===== config.mk =====
export PLATFORM = sky130hd
export DESIGN_NAME = nested_irq_ctrl
export DESIGN_NICKNAME = d
export VERILOG_FILES = /design/src/rtl/nic_pkg.sv /design/src/rtl/nic_cfg_regs.sv /design/src/rtl/nic_pending.sv /design/src/rtl/nic_arbiter.sv /design/src/rtl/nic_nest_stack.sv /design/src/rtl/nested_irq_ctrl.sv
export SDC_FILE = /design/constraint.sdc
export NUM_CORES = 1
export LEC_CHECK = 0
export CORE_MARGIN = 1.5
export CORE_UTILIZATION = 64
export CTS_CLUSTER_SIZE = 10
export DETAILED_ROUTE_END_ITERATION = 7
export GPL_ROUTABILITY_DRIVEN = 0
export PLACE_DENSITY = 0.86
export REMOVE_ABC_BUFFERS = 1
export SETUP_SLACK_MARGIN = 0.4
export SKIP_LAST_GASP = 1
export SLEW_MARGIN = 20
export SYNTH_ARGS = -nofsm -noshare
export SYNTH_HDL_FRONTEND = slang
export SYNTH_HIERARCHICAL = 1
export SYNTH_SLANG_ARGS = --single-unit
export TNS_END_PERCENT = 20

===== constraint.sdc =====
create_clock -name clk -period 20.5 [get_ports clk]
set_input_delay 2.05 -clock clk [delete_from_list [all_inputs] [get_ports clk]]
set_output_delay 2.05 -clock clk [all_outputs]
set_load 0.1 [all_outputs]

===== src/rtl/nic_pkg.sv =====
package nic_pkg;

    localparam int IDX_W   = 6;
    localparam int RANK_W  = 3;
    localparam int SYS_CNT = 3;
    localparam int MAX_LINES = 32;

    typedef logic [RANK_W-1:0] rank_t;
    typedef logic [IDX_W-1:0]  idx_t;

    localparam rank_t RANK_IDLE   = 3'd7;
    localparam rank_t RANK_P_BASE = 3'd3;

    typedef struct packed {
        logic  valid;
        idx_t  index;
        rank_t rank;
    } grant_t;

    function automatic rank_t periph_rank(input logic [1:0] lvl);
        return RANK_P_BASE + rank_t'(lvl);
    endfunction

    function automatic rank_t sys_rank(input int k);
        return rank_t'(k);
    endfunction

endpackage


===== src/rtl/nic_cfg_regs.sv =====
module nic_cfg_regs
    import nic_pkg::*;
#(
    parameter int NUM_LINES = 32,
    parameter int ADDR_W    = 4
) (
    input  logic                        clk,
    input  logic                        rst,
    input  logic                        we,
    input  logic [ADDR_W-1:0]           addr,
    input  logic [31:0]                 wdata,
    output logic [31:0]                 rdata,
    output logic [NUM_LINES-1:0]        enable,
    output logic [NUM_LINES-1:0][1:0]   level
);
    localparam logic [ADDR_W-1:0] A_SET = ADDR_W'(0);
    localparam logic [ADDR_W-1:0] A_CLR = ADDR_W'(1);
    localparam int PRIO_BASE = 2;

    logic [NUM_LINES-1:0]      en_q;
    logic [NUM_LINES-1:0][1:0] lvl_q;

    always_ff @(posedge clk) begin
        if (rst) begin
            en_q  <= '0;
            lvl_q <= '0;
        end else if (we) begin
            if (addr == A_SET)
                en_q <= en_q | wdata[NUM_LINES-1:0];
            else if (addr == A_CLR)
                en_q <= en_q & ~wdata[NUM_LINES-1:0];
            for (int i = 0; i < NUM_LINES; i++) begin
                if (addr == ADDR_W'(PRIO_BASE + i / 4))
                    lvl_q[i] <= wdata[8 * (i % 4) + 6 +: 2];
            end
        end
    end

    always_comb begin
        rdata = '0;
        if (addr == A_SET || addr == A_CLR)
            rdata[NUM_LINES-1:0] = en_q;
        for (int i = 0; i < NUM_LINES; i++) begin
            if (addr == ADDR_W'(PRIO_BASE + i / 4))
                rdata[8 * (i % 4) + 6 +: 2] = lvl_q[i];
        end
    end

    assign enable = en_q;
    assign level  = lvl_q;

endmodule


===== src/rtl/nic_pending.sv =====
module nic_pending
    import nic_pkg::*;
#(
    parameter int N_SRC = 35
) (
    input  logic             clk,
    input  logic             rst,
    input  logic [N_SRC-1:0] req_in,
    input  logic             clr_vld,
    input  idx_t             clr_idx,
    output logic [N_SRC-1:0] pend
);
    for (genvar g = 0; g < N_SRC; g++) begin : g_src
        logic prev_q;
        logic pend_q;
        logic hit;

        assign hit = clr_vld && (clr_idx == IDX_W'(g));

        always_ff @(posedge clk) begin
            if (rst) begin
                prev_q <= 1'b0;
                pend_q <= 1'b0;
            end else begin
                prev_q <= req_in[g];
                pend_q <= (pend_q & ~hit) | (req_in[g] & ~prev_q);
            end
        end

        assign pend[g] = pend_q;
    end

endmodule


===== src/rtl/nic_arbiter.sv =====
module nic_arbiter
    import nic_pkg::*;
#(
    parameter int NUM_LINES = 32
) (
    input  logic [NUM_LINES+SYS_CNT-1:0] pend,
    input  logic [NUM_LINES-1:0]         enable,
    input  logic [NUM_LINES-1:0][1:0]    level,
    input  rank_t                        active,
    input  logic                         stack_full,
    output grant_t                       cand
);
    rank_t best_rank;
    idx_t  best_idx;
    rank_t r;

    always_comb begin
        best_rank = RANK_IDLE;
        best_idx  = '0;
        r         = RANK_IDLE;
        for (int i = 0; i < NUM_LINES; i++) begin
            r = periph_rank(level[i]);
            if (pend[i] && enable[i] && r < best_rank) begin
                best_rank = r;
                best_idx  = IDX_W'(i);
            end
        end
        for (int k = 0; k < SYS_CNT; k++) begin
            if (pend[NUM_LINES + k] && sys_rank(k) < best_rank) begin
                best_rank = sys_rank(k);
                best_idx  = IDX_W'(NUM_LINES + k);
            end
        end
        cand.valid = (best_rank != RANK_IDLE) && (best_rank < active) && !stack_full;
        cand.index = best_idx;
        cand.rank  = best_rank;
    end

endmodule


===== src/rtl/nic_nest_stack.sv =====
module nic_nest_stack
    import nic_pkg::*;
#(
    parameter int DEPTH = 5,
    parameter int CNT_W = $clog2(DEPTH + 1)
) (
    input  logic             clk,
    input  logic             rst,
    input  logic             push,
    input  rank_t            push_rank,
    input  logic             pop,
    output rank_t            active,
    output logic             full,
    output logic             empty,
    output logic [CNT_W-1:0] count
);
    rank_t            stk_q [DEPTH];
    rank_t            act_q;
    logic [CNT_W-1:0] cnt_q;

    assign full  = (cnt_q == CNT_W'(DEPTH));
    assign empty = (cnt_q == '0);

    always_ff @(posedge clk) begin
        if (rst) begin
            cnt_q <= '0;
            act_q <= RANK_IDLE;
            for (int i = 0; i < DEPTH; i++) stk_q[i] <= RANK_IDLE;
        end else if (push && !full) begin
            stk_q[cnt_q] <= act_q;
            act_q        <= push_rank;
            cnt_q        <= cnt_q + CNT_W'(1);
        end else if (pop && !empty) begin
            act_q <= stk_q[cnt_q - CNT_W'(1)];
            cnt_q <= cnt_q - CNT_W'(1);
        end
    end

    assign active = act_q;
    assign count  = cnt_q;

endmodule


===== src/rtl/nested_irq_ctrl.sv =====
module nested_irq_ctrl
    import nic_pkg::*;
#(
    parameter int NUM_LINES  = 32,
    parameter int NEST_DEPTH = 5,
    parameter int ADDR_W     = $clog2((NUM_LINES + 3) / 4 + 2)
) (
    input  logic                 clk,
    input  logic                 rst,
    input  logic [NUM_LINES-1:0] irq_lines,
    input  logic [NUM_LINES-1:0] src_mask,
    input  logic [2:0]           sys_req,
    input  logic                 reg_we,
    input  logic [ADDR_W-1:0]    reg_addr,
    input  logic [31:0]          reg_wdata,
    output logic [31:0]          reg_rdata,
    input  logic                 core_ack,
    input  logic                 core_eoi,
    output logic                 req_valid,
    output logic [5:0]           req_index,
    output logic [2:0]           req_rank
);
    localparam int N_SRC = NUM_LINES + SYS_CNT;
    localparam int CNT_W = $clog2(NEST_DEPTH + 1);

    if (NUM_LINES > MAX_LINES || NUM_LINES < 1) begin : g_bad_cfg
        $error("NUM_LINES out of range");
    end

    logic [NUM_LINES-1:0]      enable;
    logic [NUM_LINES-1:0][1:0] level;
    logic [N_SRC-1:0]          pend;
    logic [N_SRC-1:0]          req_in;
    rank_t                     active_rank;
    logic                      stack_full;
    logic                      stack_empty;
    logic [CNT_W-1:0]          nest_cnt;
    grant_t                    cand;
    grant_t                    out_q;
    logic                      ack_fire;
    logic                      eoi_fire;

    assign req_in   = {sys_req, irq_lines & src_mask};
    assign ack_fire = core_ack & out_q.valid;
    assign eoi_fire = core_eoi & ~ack_fire & ~stack_empty;

    nic_cfg_regs #(.NUM_LINES(NUM_LINES), .ADDR_W(ADDR_W)) u_regs (
        .clk    (clk),
        .rst    (rst),
        .we     (reg_we),
        .addr   (reg_addr),
        .wdata  (reg_wdata),
        .rdata  (reg_rdata),
        .enable (enable),
        .level  (level)
    );

    nic_pending #(.N_SRC(N_SRC)) u_pend (
        .clk     (clk),
        .rst     (rst),
        .req_in  (req_in),
        .clr_vld (ack_fire),
        .clr_idx (out_q.index),
        .pend    (pend)
    );

    nic_nest_stack #(.DEPTH(NEST_DEPTH), .CNT_W(CNT_W)) u_stack (
        .clk       (clk),
        .rst       (rst),
        .push      (ack_fire),
        .push_rank (out_q.rank),
        .pop       (eoi_fire),
        .active    (active_rank),
        .full      (stack_full),
        .empty     (stack_empty),
        .count     (nest_cnt)
    );

    nic_arbiter #(.NUM_LINES(NUM_LINES)) u_arb (
        .pend       (pend),
        .enable     (enable),
        .level      (level),
        .active     (active_rank),
        .stack_full (stack_full),
        .cand       (cand)
    );

    always_ff @(posedge clk) begin
        if (rst) begin
            out_q <= '{valid: 1'b0, index: '0, rank: RANK_IDLE};
        end else if (ack_fire || eoi_fire) begin
            out_q.valid <= 1'b0;
        end else begin
            out_q <= cand;
        end
    end

    assign req_valid = out_q.valid;
    assign req_index = out_q.index;
    assign req_rank  = out_q.rank;

endmodule


# Word level (Yosys, flattened, before mapping)
# Memory sizes are Yosys's and may differ from the RTL's.
# Cells that the tools add are included.
# Widths: inputs -> output; s select.
[totals]
register_bits = 182
ramBits = 15
input_bits = 108
output_inout_bits = 42
mem_count = 1
[memory_table]
columns = ["name", "depth", "width", "rd", "rd_clocked_by_memory_dff", "write_ports", "line_no", "rtl"]
rows = [
  ["u_stack.stk_q", 5, 3, 1, 0, 5, "nic_nest_stack.sv:17", "rank_t stk_q [DEPTH];"],
]
[classes]
n_addsub = 34
order_cmp = 36
eq_ne = 45
muxes = 116
n_bitwise = 184
reduce_logical = 126
[ops]
columns = ["operator", "count"]
rows = [
  ["$mux 3", 45],
  ["$logic_and 1x1->1", 106],
  ["$add 2x2->3 const A", 32],
  ["$eq 6x5->1 const B", 16],
  ["$lt 3x3->1", 32],
  ["$mux 32", 3],
  ["$mux 5", 16],
  ["$and 1x1->1", 73],
  ["$not 1->1", 72],
  ["$mux 2", 34],
  ["$and 32x32->32", 2],
  ["$eq 6x4->1 const B", 8],
  ["$or 1x1->1", 35],
  ["$mux 4", 8],
  ["$not 32->32", 1],
  ["$or 32x32->32", 1],
  ["$eq 6x3->1 const B", 4],
  ["$eq 6x6->1 const B", 3],
  ["$mux 6", 3],
  ["$reduce_and 2->1", 9],
  ["$eq 4x3->1 const B", 4],
  ["$eq 6x2->1 const B", 2],
  ["$eq 4x2->1 const B", 2],
  ["$eq 4x4->1 const B", 2],
  ["other kinds (18)", 28],
]

# Logic depth before layout (Yosys ltp)
# Gate-level depths: netlist of the first run.
[logic_depth]
word_depth = 109
mapped_depth = 60
ltp_nobuf = 57

# Hierarchy
# Netlist of the first run, hierarchy kept.
[modules_own_cells]
columns = ["mod", "instances", "cells_per_inst", "area_per_inst_um2", "seq_area_each_um2"]
rows = [
  ["nic_arbiter", 1, 957, 6369.9, 0.0],
  ["nic_cfg_regs", 1, 509, 4682.0, 1921.8],
  ["nic_pending", 1, 268, 2610.0, 1401.3],
  ["nic_nest_stack", 1, 116, 1540.2, 840.8],
  ["nested_irq_ctrl", 1, 77, 666.9, 200.2],
]

# Worst setup path after synthesis of the first run
# Ideal clock, no wire load.
[synth_timing]
kind = "register to register"
from = "register u_regs.lvl_q, in the netlist u_regs/level[2]"
to = "register out_q, in the netlist req_valid"
setup_ps = 60
arrival_time_ps = 12268
required_ps = 20440
setup_slack_ps = 8173
stages_incl_launch_ff = 55
path_buffers = 1
period_less_slack_ps = 12327
path_cell_list = "dfxtp_1 -> inv_1 -> ha_1 -> and3_4 -> a31oi_4 -> o2111ai_1 -> a221o_1 -> a211oi_2 -> a21oi_1 -> and4_1 -> or2_4 -> a221oi_2 -> buf_6 -> a31oi_1 -> a211oi_2 -> mux2_2 -> nor3_2 -> o22ai_1 -> (+19 left out) -> a21oi_1 -> o2111a_1 -> o32a_1 -> ha_1 -> or3_1 -> o21ai_4 -> mux2i_1 -> inv_1 -> ha_1 -> and2_2 -> o221a_2 -> or4_4 -> o311ai_2 -> nand2_1 -> ha_1 -> a221o_1 -> a21oi_1 -> and3b_1"
[synth_lines]
columns = ["element", "line_no", "rtl"]
rows = [
  ["from (decl)", "nic_cfg_regs.sv:21", "logic [NUM_LINES-1:0][1:0] lvl_q;"],
  ["from (signal, indexed assignment)", "nic_cfg_regs.sv:34", "lvl_q[i] <= wdata[8 * (i % 4) + 6 +: 2];"],
  ["to (signal assigned)", "nested_irq_ctrl.sv:90", "out_q <= '{valid: 1'b0, index: '0, rank: RANK_IDLE};"],
  ["to (signal assigned)", "nested_irq_ctrl.sv:94", "out_q <= cand;"],
  ["to (decl)", "nested_irq_ctrl.sv:39", "grant_t out_q;"],
]

==> impl_metrics.json, run 1 <==
{
  "ys_warn_count": 6,
  "busiest_layer": "met2",
  "startpoint": "u_regs/level[2]$_SDFFE_PP0P_",
  "cts_sinks": 206,
  "peakVddDrop_uv": 51.9,
  "outcome": "complete, no violations",
  "dr.pass1.iters": 6,
  "yosys.area.top_type": "dfxtp_1",
  "hold_slack_ns": 0.419,
  "antenna_found_initial": 2,
  "arrival_ns": 15.04,
  "synth_top_area_share_pct": 23.0,
  "drive_gt1_share_pct": 11.6,
  "maxSlewViolCount": 0,
  "crit_type": "reg -> reg",
  "clk_path_buf_depth": 3,
  "detailed_place_hpwl_um": 33600,
  "r2r-start": "u_regs/level[2]$_SDFFE_PP0P_",
  "clk_pin_slew_worst_paths_ns": 0.06,
  "synthCells": 1927,
  "yosys_most_used_dff": "dfxtp_1",
  "clk_latency_ns": 0.54,
  "final_cells": 2330,
  "routedWlPerCell_um": 20.0,
  "syn_avg_cell_area_sq_um": 8.24,
  "use_met1_pct": 45.0,
  "grt-ovfl-total": 0,
  "cts_max_level": 1,
  "crit_required_ns": 20.97,
  "synth-seq-cells": 206,
  "use_met2_pct": 57.4,
  "p_leak_nw": 6.67,
  "fin_crit_sh_pct": 71.0,
  "crit_path_end_kind": "flip-flop",
  "antenna_left": 0,
  "cp_max_fo": 11,
  "wl_um": 46600,
  "vias_per_cell": 6.66,
  "dieArea_sq_mm": 0.0257,
  "drc": 0,
  "syn_area_sq_mm": 0.0159,
  "finalNetCount": 2146,
  "core_area_sq_mm": 0.0243,
  "grt.total_usage_pct": 35.1,
  "setup_viol": 0,
  "hold_buffers": 0,
  "whs_path_depth": 1,
  "ys_seq_area_share_pct": 27.5,
  "r2r_setup_slack_ns": 5.94,
  "pre_cts_slack_ns": 6.41,
  "grt_pass1_vias": 14400,
  "root_buffer": "clkbuf_16",
  "drt_iter0_markers": 1550,
  "start_util_pct": 65.3,
  "slowest_stage": "a221oi_2",
  "synth_edf_count": 24,
  "dpl.cell_count": 2292,
  "setup_tns_ns": 0,
  "numCtsBuffers": 25,
  "fin_crit_ns": 14.56,
  "rsz0062_at_grt": "no",
  "max_cap_violations": 0,
  "die_h_um": 160,
  "hp-class": "reg -> reg",
  "rr_worst_depth": 55,
  "grt_pass1_wl_um": 73700,
  "cts_tree": "done",
  "tightest_slew_ns": 1.07,
  "cts.repair.resized": 0,
  "p_per_area_mw_per_mm2": 59.5,
  "critPathLaunchType": "flip-flop",
  "portBuffers": 149,
  "cpPeakStageDelay_ns": 0.71,
  "die_w_um": 160,
  "crit_top_cell": "a21oi_1",
  "areaGrowthSynthToFinish_pct": 12.3,
  "ioPinCount": 150,
  "rows": 57,
  "slew-limit-headroom_pct": 28.4,
  "vias": 15500,
  "fmax_mhz": 68.7,
  "fin_ws_ns": 5.94,
  "finalClockSkew_ns": 0.0137,
  "postCtsSetupBuffers": 0,
  "synth_cell_types": 152,
  "ys_top_cells_by_area": "dfxtp_1 23%, edfxtp_1 4.5%, mux2i_1 4.4%, nand2_1 3.7%, a21oi_1 3.6%",
  "use_met3_pct": 6.02,
  "grt_max_degree": 79,
  "synthArstFlopShare_pct": 0,
  "final-hold-violation-count": 0,
  "hp-start": "u_pend/g_src[23].prev_q$_SDFF_PP0_"
}
[logic make-up after synthesis]
group	synth area share [%]
AO/OA/AOI/OAI	28.7
XOR/XNOR	0.110
adder cells (fa/ha/maj)	4.46
buffers and inverters	8.03
flip-flops	27.5
multiplexers	5.58
AND/OR/NAND/NOR	25.6
[report_power, final]
group | switching [W] | internal, W | leakage (nW)
Clock | 0.000173 | 0.000243 | 0.359
Sequential | 0.0000207 | 0.000424 | 1.67
Combinational | 0.000124 | 0.0000765 | 4.64
[routing by layer]
metal | up-vias | wire, um
met1 | 7243 | 18300
met5 | - | 13
met4 | 2 | 2250
met2 | 906 | 21300
met3 | 151 | 4700
li1 | 7209 | -
[placed cells by master, fill, tap and decap left out, drive strengths merged, types with 10 or more instances in the layout]
| cell type | count |
|---|---|
| o211ai | 23 |
| nand3 | 57 |
| ha | 43 |
| a21oi | 125 |
| or3 | 10 |
| nand2b | 46 |
| mux2i | 69 |
| edfxtp | 24 |
| maj3 | 17 |
| a32o | 20 |
| a211oi | 25 |
| inv | 149 |
| o21a | 16 |
| or2 | 26 |
| o21ai | 106 |
| o211a | 16 |
| a2111oi | 10 |
| o22ai | 12 |
| nor3 | 44 |
| a311oi | 37 |
| a31oi | 30 |
| nor2b | 35 |
| nor2 | 144 |
| a21o | 16 |
| and2 | 104 |
| dfxtp | 182 |
| or4 | 18 |
| clkbuf | 34 |
| clkdlybuf4s50 | 147 |
| o31ai | 14 |
| o311ai | 23 |
| nor3b | 11 |
| a22oi | 12 |
| and3 | 35 |
| a21boi | 14 |
| nand2 | 156 |
[area by class of cell]
cell class | instances | area, sq um
clock buffer | 34 | 689
timing repair buffer | 156 | 1540
clock inverter | 3 | 43.8
inverter | 148 | 556
antenna | 1 | 2.50
sequential | 206 | 4360
fill | 1829 | 6490
multi-input combinational | 1458 | 10200
tap | 324 | 405
[path summary, 6_finish.rpt]
kind                                                      endpoint
worst max-delay path                          req_valid$_SDFF_PP0_
worst min-delay path            u_pend/g_src[23].pend_q$_SDFF_PP0_
worst max register to register                req_valid$_SDFF_PP0_
worst min register to register  u_pend/g_src[23].pend_q$_SDFF_PP0_
[critical path: cells and delay by family (launching register included)]
family | cells | cell delay (ns)
multiplexers | 2 | 0.81
adder cells (fa/ha/maj) | 4 | 1.18
AND/OR/NAND/NOR | 13 | 2.99
buffers and inverters | 2 | 0.20
flip-flops | 1 | 0.42
AO/OA/AOI/OAI | 34 | 8.92
[cell usage after synthesis, drive strengths merged (9+ instances only)]
library cell  number
nand2b            46
a21oi            125
a21o              16
o311ai            23
mux2i             69
a211oi            25
buf               77
or2               26
nor3b             11
clkbuf            37
o211a             16
o21ai            106
dfxtp            182
or3               10
nor2b             35
nor3              44
or4               18
a2111oi           10
and2             104
nand3b             9
o211ai            23
a31oi             30
and3              35
nand3             57
o21a              16
a311oi            37
ha                43
a22oi             12
a21boi            14
a32o              20
inv              148
o31ai             14
nand2            156
maj3              17
o22ai             12
edfxtp            24
nor2             144
[metrics by stage]
stage               area (sq um)  total power (W)  util, %
finish                     17800          0.00106     73.3
detailed placement         17100         0.000648     70.3
CTS                        17800          0.00106     73.3
floorplan                  15100         0.000571        -
global placement           17100         0.000643     70.3
global route               17800          0.00109     73.3
Note: power is estimated with default switching activity, not from simulation.
==> run 2, diff against run 1 <==
--- a/config.mk
+++ b/config.mk
@@ -6,11 +6,11 @@
 export NUM_CORES = 1
 export LEC_CHECK = 0
 export CORE_MARGIN = 1.5
-export CORE_UTILIZATION = 64
+export CORE_UTILIZATION = 59
 export CTS_CLUSTER_SIZE = 10
 export DETAILED_ROUTE_END_ITERATION = 7
 export GPL_ROUTABILITY_DRIVEN = 0
-export PLACE_DENSITY = 0.86
+export PLACE_DENSITY = 0.8
 export REMOVE_ABC_BUFFERS = 1
 export SETUP_SLACK_MARGIN = 0.4
 export SKIP_LAST_GASP = 1
==> constraint.sdc (replaced) <==
create_clock -name clk -period 15.06 [get_ports clk]
set_input_delay 1.506 -clock clk [delete_from_list [all_inputs] [get_ports clk]]
set_output_delay 1.506 -clock clk [all_outputs]
set_load 0.1 [all_outputs]
==> run 2 against run 1 <==
Worst hold slack worse by 0.0053 ns. Utilization fell by 4.7 points. Sequential share of layout area shrank 0.20 points. Count of clock-buffer cells in the layout is 7 higher. Clock power increased by 40%. First-iteration DRC count fell by 8.5%. Routed wire length increased by 1.0%. Via count shrank 0.21%. Sequential power increased by 36%. Cell area rose by 0.84%. Worst setup slack got worse by 4.7 ns. Critical path depth unchanged. Critical path type unchanged. Largest cell class unchanged. Largest power group unchanged. Highest routed layer unchanged.
==> impl_metrics.json, run 2 (same netlist as run 1, synthesis figures left out) <==
{
  "dr.pass1.iters": 6,
  "cp.buffers_inverters": 2,
  "arrival_ns": 14.31,
  "drt_iter0_markers": 1419,
  "grt_pass1_vias": 14600,
  "met1Wirelength_um": 19400,
  "final-hold-violation-count": 0,
  "setup_tns_ns": 0,
  "maxSlewViolCount": 0,
  "dieArea_sq_mm": 0.0279,
  "fin_ws_ns": 1.21,
  "finalClockSkew_ns": 0.0224,
  "hold_buffers": 0,
  "slowest_stage": "or4_4",
  "placed_area_sq_mm": 0.0171,
  "cts_max_level": 1,
  "vias": 15500,
  "most-common-layout-cells": "182 x dfxtp_1, 155 x nand2_1, 147 x clkdlybuf4s50_1, 146 x inv_1, 139 x nor2_1",
  "core_area_sq_mm": 0.0262,
  "cp_max_fo": 9,
  "clk_pin_slew_worst_paths_ns": 0.06,
  "postLayoutCellArea_sq_mm": 0.0180,
  "finalNetCount": 2151,
  "seq_power_share_pct": 41.1,
  "slew-limit-headroom_pct": 26.3,
  "peakVddDrop_uv": 63.2,
  "drc": 0,
  "antenna_found_initial": 1,
  "detailed_place_hpwl_um": 33800,
  "crit_path_end_kind": "flip-flop",
  "p_leak_nw": 6.72,
  "grt_max_degree": 84,
  "grt-ovfl-total": 0,
  "pwr-share-comb_pct": 19.0,
  "vias_per_cell": 6.58,
  "switching_share_pct": 29.2,
  "crit_required_ns": 15.52,
  "fmax_mhz": 72.2,
  "antenna_left": 0,
  "crit_type": "reg -> reg",
  "internal-power_w": 0.00104,
  "start_util_pct": 60.6,
  "rows": 59,
  "fin_crit_sh_pct": 92.0,
  "fin_crit_ns": 13.85,
  "portBuffers": 149,
  "highest_layer": "met5",
  "path_delay_family": "compound AO/OA/AOI/OAI gates",
  "grt.total_usage_pct": 32.7,
  "cts_tree": "done",
  "p_clk_share_pct": 39.9,
  "setup_viol": 0,
  "final_common_cell": "dfxtp_1",
  "pre_cts_slack_ns": 1.07,
  "ioPinCount": 150,
  "critPathLaunchType": "flip-flop",
  "wl_um": 47100,
  "switching_power_w": 0.000428,
  "hp-class": "reg -> reg",
  "met2WireLength_um": 21400,
  "clk_latency_ns": 0.54,
  "die_w_um": 167,
  "antenna_cells": 0,
  "dr_wl_met3_um": 4060,
  "cts_sinks": 206,
  "drive_gt1_share_pct": 12.0,
  "rsz0062_at_grt": "no",
  "max_cap_violations": 0,
  "root_buffer": "clkbuf_16",
  "areaGrowthSynthToFinish_pct": 13.3,
  "p_per_area_mw_per_mm2": 81.4,
  "routedWlPerCell_um": 20.0,
  "die_h_um": 167,
  "tightest_slew_ns": 1.10,
  "grt_pass1_wl_um": 74400,
  "clk_path_buf_depth": 3,
  "numCtsBuffers": 26,
  "cpPeakStageDelay_ns": 0.54,
  "outcome": "complete, no violations"
}
-- run 2: cell type report --
type	instances	area (sq um)
multi-input combinational	1458	10300
clock inverter	3	42.5
sequential	206	4360
tap	335	419
clock buffer	41	748
inverter	148	556
fill	2142	8230
timing repair buffer	160	1580
-- run 2: through the flow --
| stage | utilization [%] | power, W | hold WS, ns | instances |
|---|---|---|---|---|
| after global routing | 68.6 | 0.00151 | 0.426 | 2351 |
| after floorplan | - | 0.000777 | 0.399 | 1812 |
| final | 68.6 | 0.00146 | 0.413 | 2351 |
| after global placement | 65.3 | 0.000878 | 0.401 | 2305 |
| after detailed placement | 65.3 | 0.000883 | 0.409 | 2305 |
| after CTS | 68.4 | 0.00146 | 0.418 | 2349 |
-- run 2: per-layer routing --
layer	vias up	global-route usage, %
met5	-	0
met4	2	15.3
met3	145	5.68
met2	803	53.8
met1	7303	41.8
li1	7226	-
-- run 2: power groups by stage --
| stage | Sequential (W) | Clock [W] | Combinational (W) |
|---|---|---|---|
| after floorplan | 0.000630 | 0 | 0.000147 |
| after global placement | 0.000612 | 0 | 0.000266 |
| after detailed placement | 0.000613 | 0 | 0.000270 |
| after CTS | 0.000602 | 0.000590 | 0.000272 |
| after global routing | 0.000605 | 0.000611 | 0.000296 |
| final | 0.000602 | 0.000584 | 0.000278 |
-- run 2: final timing paths --
| kind | to | cells after the start | startpoint | slack (ns) |
|---|---|---|---|---|
| hold / removal | u_pend/g_src[11].pend_q$_SDFF_PP0_ | 1 | u_pend/g_src[11].prev_q$_SDFF_PP0_ | 0.41 |
| hold reg to reg | u_pend/g_src[11].pend_q$_SDFF_PP0_ | 1 | u_pend/g_src[11].prev_q$_SDFF_PP0_ | 0.41 |
| setup reg to reg | req_valid$_SDFF_PP0_ | 55 | u_regs/level[2]$_SDFFE_PP0P_ | 1.21 |
| setup / recovery | req_valid$_SDFF_PP0_ | 55 | u_regs/level[2]$_SDFFE_PP0P_ | 1.21 |
-- run 2: timing repair --
action / CTS / global route
gates resized for setup: 0 / 6
setup buffers: 0 / 2
setup endpoints to repair: 0 / 1
